`config.mk`:
```
export PLATFORM = sky130hd
export DESIGN_NAME = cascade_irq_ident
export DESIGN_NICKNAME = d
export VERILOG_FILES = /design/src/rtl/cascade_irq_pkg.sv /design/src/rtl/cirq_pick.sv /design/src/rtl/cirq_regs.sv /design/src/rtl/cascade_irq_ident.sv
export SDC_FILE = /design/constraint.sdc
export NUM_CORES = 1
export LEC_CHECK = 0
export CORE_AREA = 2 2 95 189
export DETAILED_ROUTE_END_ITERATION = 12
export DIE_AREA = 0 0 97 191
export PLACE_DENSITY = 0.61
export SLEW_MARGIN = 40
export SYNTH_ARGS = -nofsm -noshare
export SYNTH_HDL_FRONTEND = slang
export SYNTH_HIERARCHICAL = 1
export SYNTH_SLANG_ARGS = --single-unit
export TNS_END_PERCENT = 50
```
`constraint.sdc`:
```
create_clock -name clk -period 4.2 [get_ports clk]
set_input_delay 0.84 -clock clk [delete_from_list [all_inputs] [get_ports clk]]
set_output_delay 0.84 -clock clk [all_outputs]
set_load 0.005 [all_outputs]
```
`src/rtl/cascade_irq_pkg.sv`:
```
package cascade_irq_pkg;
  typedef enum logic { REG_STATUS = 1'b0, REG_ENABLE = 1'b1 } reg_sel_e;
endpackage

```
`src/rtl/cirq_pick.sv`:
```
module cirq_pick #(
  parameter int N  = 32,
  parameter int IW = $clog2(N)
) (
  input  logic [N-1:0]  pend,
  output logic          found,
  output logic [IW-1:0] idx
);
  logic [IW:0] lz;

  // leading-zero count, then index = N-1 - lz
  always_comb begin
    lz = (IW+1)'(N);
    for (int i = 0; i < N; i++) begin
      if (pend[i]) lz = (IW+1)'(N - 1 - i);
    end
    found = (pend != '0);
    idx   = found ? IW'((IW+1)'(N - 1) - lz) : '0;
  end
endmodule

```
`src/rtl/cirq_regs.sv`:
```
module cirq_regs #(
  parameter int N = 32
) (
  input  logic         clk,
  input  logic         rst,
  input  logic [N-1:0] evt,
  input  logic [N-1:0] st_clr,
  input  logic         en_wr,
  input  logic [N-1:0] en_wdata,
  input  logic [N-1:0] en_clr,
  input  logic [N-1:0] en_set,
  output logic [N-1:0] status_q,
  output logic [N-1:0] enable_q
);
  logic [N-1:0] en_base;

  always_comb en_base = en_wr ? en_wdata : enable_q;

  always_ff @(posedge clk) begin
    if (rst) begin
      status_q <= '0;
      enable_q <= '0;
    end else begin
      status_q <= (status_q & ~st_clr) | evt;
      enable_q <= (en_base & ~en_clr) | en_set;
    end
  end
endmodule

```
`src/rtl/cascade_irq_ident.sv`:
```
module cascade_irq_ident
  import cascade_irq_pkg::*;
#(
  parameter int N    = 32,
  parameter int CNTW = 8,
  localparam int IW  = $clog2(N)
) (
  input  logic          clk,
  input  logic          rst,
  input  logic [N-1:0]  evt_in,
  input  logic          reg_wr,
  input  logic          reg_rd,
  input  logic          reg_addr,
  input  logic [N-1:0]  reg_wdata,
  output logic [N-1:0]  reg_rdata,
  input  logic          id_req,
  output logic          id_ack,
  output logic [IW:0]   id_result,
  input  logic          eoi_req,
  input  logic [IW-1:0] eoi_idx,
  input  logic [CNTW-1:0] eoi_cnt,
  output logic          irq_out
);
  logic [N-1:0]  status_q, enable_q, pend;
  logic          pick_found;
  logic [IW-1:0] pick_idx;
  logic [N-1:0]  id_clr, eoi_hit, st_w1c, st_clr;
  logic          eoi_go, wr_stat, wr_en;

  always_comb begin
    pend    = status_q & enable_q;
    eoi_go  = eoi_req && (eoi_cnt == '0);
    wr_stat = reg_wr && (reg_addr == REG_STATUS);
    wr_en   = reg_wr && (reg_addr == REG_ENABLE);
    st_w1c  = wr_stat ? reg_wdata : '0;
    id_clr  = (id_req && pick_found) ? (N'(1) << pick_idx) : '0;
    eoi_hit = eoi_go ? (N'(1) << eoi_idx) : '0;
    st_clr  = st_w1c | eoi_hit;
  end

  cirq_pick #(.N(N), .IW(IW)) pick_i (
    .pend (pend),
    .found(pick_found),
    .idx  (pick_idx)
  );

  cirq_regs #(.N(N)) regs_i (
    .clk     (clk),
    .rst     (rst),
    .evt     (evt_in),
    .st_clr  (st_clr),
    .en_wr   (wr_en),
    .en_wdata(reg_wdata),
    .en_clr  (id_clr),
    .en_set  (eoi_hit),
    .status_q(status_q),
    .enable_q(enable_q)
  );

  always_ff @(posedge clk) begin
    if (rst) begin
      id_ack    <= 1'b0;
      id_result <= '0;
      irq_out   <= 1'b0;
      reg_rdata <= '0;
    end else begin
      id_ack  <= id_req;
      irq_out <= |pend;
      if (id_req) id_result <= {pick_found, pick_idx};
      if (reg_rd) reg_rdata <= (reg_addr == REG_ENABLE) ? enable_q : status_q;
    end
  end
endmodule

```
==> run summary <==
TritonCTS clock tree: built
HPWL Detailed: 12400 µm
Synth cell types: 45
P_leak: 3.12 nW
Slew headroom: 0.541
Design area: 7550 µm²
Final setup vio count: 0
Gate Count Post-Synth: 689
Worst-Margin Slew: 0.688 ns
Core footprint: 17100 µm²
Die Ht: 191 µm
Total number of vias: 5188
Num CTS Buffers: 9
Status: complete, no violations
Crit path max-delay family: compound AO/OA/AOI/OAI gates
GRT Total Usage: 0.182
Final #Nets: 871
R2R depth: 10
Most frequent cells in the layout: 120 x clkdlybuf4s50_1, 108 x nor2_1, 104 x dfxtp_1
Maximum clock path buffer count: 2
Num rows: 68
Hold bufs inserted after CTS: 0
Final WL: 17100 µm
CP cell instances: and2_1 > nor2_1 > o31ai_1 > a2111oi_1 > nor4_1 > o41ai_2 > nor2b_1 > nand2_1 > nor2_1 > o31ai_2
Per-cell routed wire length: 17.1 µm
Post-synthesis sequential area ratio: 0.352
Largest net degree at the start of global routing: 65
Synthesized cell area: 5920 µm²
Root Driver: clkbuf_16
Post-cts sizing count: 0
Fmax: 350 MHz
Detailed Routing Iterations Pass 1: 5
Initial antenna violation count: 0
Area of the die: 18500 µm²
Post-synth EDFFs: 0
First-pass GRT wire length: 27000 µm
Clock transition at the registers of the reported paths: 0.07 ns
CTS Sinks: 104
Ys async rst share: 0
Hold Crit Class: reg -> reg
Setup CP Type: reg -> reg
CP arrival: 3.07 ns
Most common cell after layout, fill and taps aside: clkdlybuf4s50_1
GRT Residual Overflow: 0
Fillcell total: 1708
VDD IR max: 0.178 mV
Yosys reg bits: 104
Most used DFF post-synth: dfxtp_1
Hold Path Stages: 2
Post-DRT Antenna Nets: 0
Port Buffers: 123
Vias in the first global route: 5078
Setup TNS Final: 0 ns
Reg2reg start: regs_i/enable_q[5]
Starting DRT DRC Count: 279
Buffers plus inverters on the worst setup path: 0
Most frequent cell on the critical path: nor2_1
I/O pin cnt: 124
Clk_skew: 0.00867 ns
Min-delay src: id_result[5]
Worst path slowest cell: a2111oi_1
CP startpoint: regs_i/enable_q[5]
Antenna diode count: 0
Synth Net Count: 773
Power per cell area: 339 nW/µm²
Starting Density: 0.346
H-tree depth: 3
Period minus WS final: 2.86 ns
Clock Latency Late Sink: 0.35 ns
Ratio of cells with drive above 1 in the final layout: 0.0922
Fin. Hold Viols: 0
Die width: 97 µm
Critical path depth in cells: 10
RSZ-0062 raised after global routing: no
Yosys warnings: 6
CP Max Fanout: 6
Area post-placement: 7230 µm²
CP peak stage delay: 0.62 ns
Post-CTS setup repair buffer count: 0
Req. time, crit path: 4.41 ns
Tcrit/Tclk final: 0.681
Final slew viol count: 0
Vias/cell: 5.18
Final GP Congestion: 0.920
DRC: 0
Avg Inst Size Synth: 8.59 µm²
Area growth from synthesis to layout: 27.6%
Setup crit start kind: flip-flop
CP endpoint kind: flip-flop
Max Cap Viol: 0
## metrics by stage
stage / utilization / hold WS [ns] / power [W] / instances / worst slack, ns
2_1_floorplan: - / 0.457 / 0.00143 / 689 / 1.79
3_3_place_gp: 0.422 / 0.468 / 0.00165 / 986 / 1.24
3_5_place_dp: 0.423 / 0.466 / 0.00166 / 986 / 1.17
4_1_cts: 0.441 / 0.480 / 0.00258 / 1002 / 1.33
5_1_grt: 0.441 / 0.503 / 0.00267 / 1002 / 1.06
6_report: 0.441 / 0.475 / 0.00256 / 1002 / 1.34
## cell type report
cell class | instances | area, µm² | share of cell area
tap | 210 | 263 | 0.0348
inverter | 37 | 139 | 0.0184
clock buffer | 11 | 243 | 0.0322
sequential | 104 | 2080 | 0.276
clock inverter | 5 | 80.1 | 0.0106
timing repair buffer | 128 | 1280 | 0.170
multi-input combinational | 507 | 3460 | 0.458
## flip-flops by register name, summed over array words and instances (netlist names)
| signal | cells |
|---|---|
| regs_i/enable_q | 32 |
| id_result | 6 |
| irq_out | 1 |
| id_ack | 1 |
| regs_i/status_q | 32 |
| reg_rdata | 32 |
## worst reg2reg max path, stage by stage (launching register included)
cell and delay (ns):
dfxtp_1 0.32, and2_1 0.19, nor2_1 0.16, o31ai_1 0.09, a2111oi_1 0.62, nor4_1 0.13, o41ai_2 0.49, nor2b_1 0.24
nand2_1 0.19, nor2_1 0.18, o31ai_2 0.09
## cell usage after synthesis (all sizes together), types with 2 or more instances
library cell / instances / area, µm²
inv: 37 / 139
a211oi: 32 / 240
a21o: 32 / 240
nor4: 13 / 96.3
nor2b: 9 / 56.3
clkbuf: 22 / 82.6
dfxtp: 104 / 2080
a21oi: 38 / 190
buf: 19 / 159
o21bai: 2 / 15.0
nand2b: 70 / 438
nand3: 6 / 35.0
nand4bb: 2 / 22.5
o211ai: 3 / 22.5
nand4: 2 / 12.5
o31ai: 34 / 405
nand3b: 3 / 22.5
nand2: 10 / 37.5
nor2: 118 / 473
mux2i: 69 / 691
or4: 8 / 67.6
nor3: 4 / 20.0
nand4b: 2 / 17.5
o21ai: 4 / 20.0
and2: 34 / 213
or2: 2 / 12.5
a2111oi: 2 / 17.5
## worst paths after layout
| path | slack (ns) | end |
|---|---|---|
| worst max-delay path | 1.34 | regs_i/enable_q[14] |
| worst min-delay path | 0.47 | id_result[5] |
| worst max register to register | 1.34 | regs_i/enable_q[14] |
| worst min register to register | 0.47 | id_result[5] |
## per-layer routing
layer	global-route usage	share of wire
met5	0	0
met4	0.0661	0.023
met3	0.0333	0.051
met2	0.304	0.47
met1	0.235	0.45
## report_power, final
group / switching, W / internal [W]
sequential: 0.0000413 / 0.00106
combinational: 0.000279 / 0.000263
clock: 0.000384 / 0.000539
## cell families (layout without fill, tap and decap cells)
| family | count (synthesis) | in the layout | synth area share |
|---|---|---|---|
| flops | 104 | 104 | 0.352 |
| simple gates | 287 | 287 | 0.265 |
| mux | 69 | 69 | 0.117 |
| compound gates | 151 | 151 | 0.202 |
| buf+inv | 78 | 181 | 0.0643 |
Power figures use the tool's default switching activity.
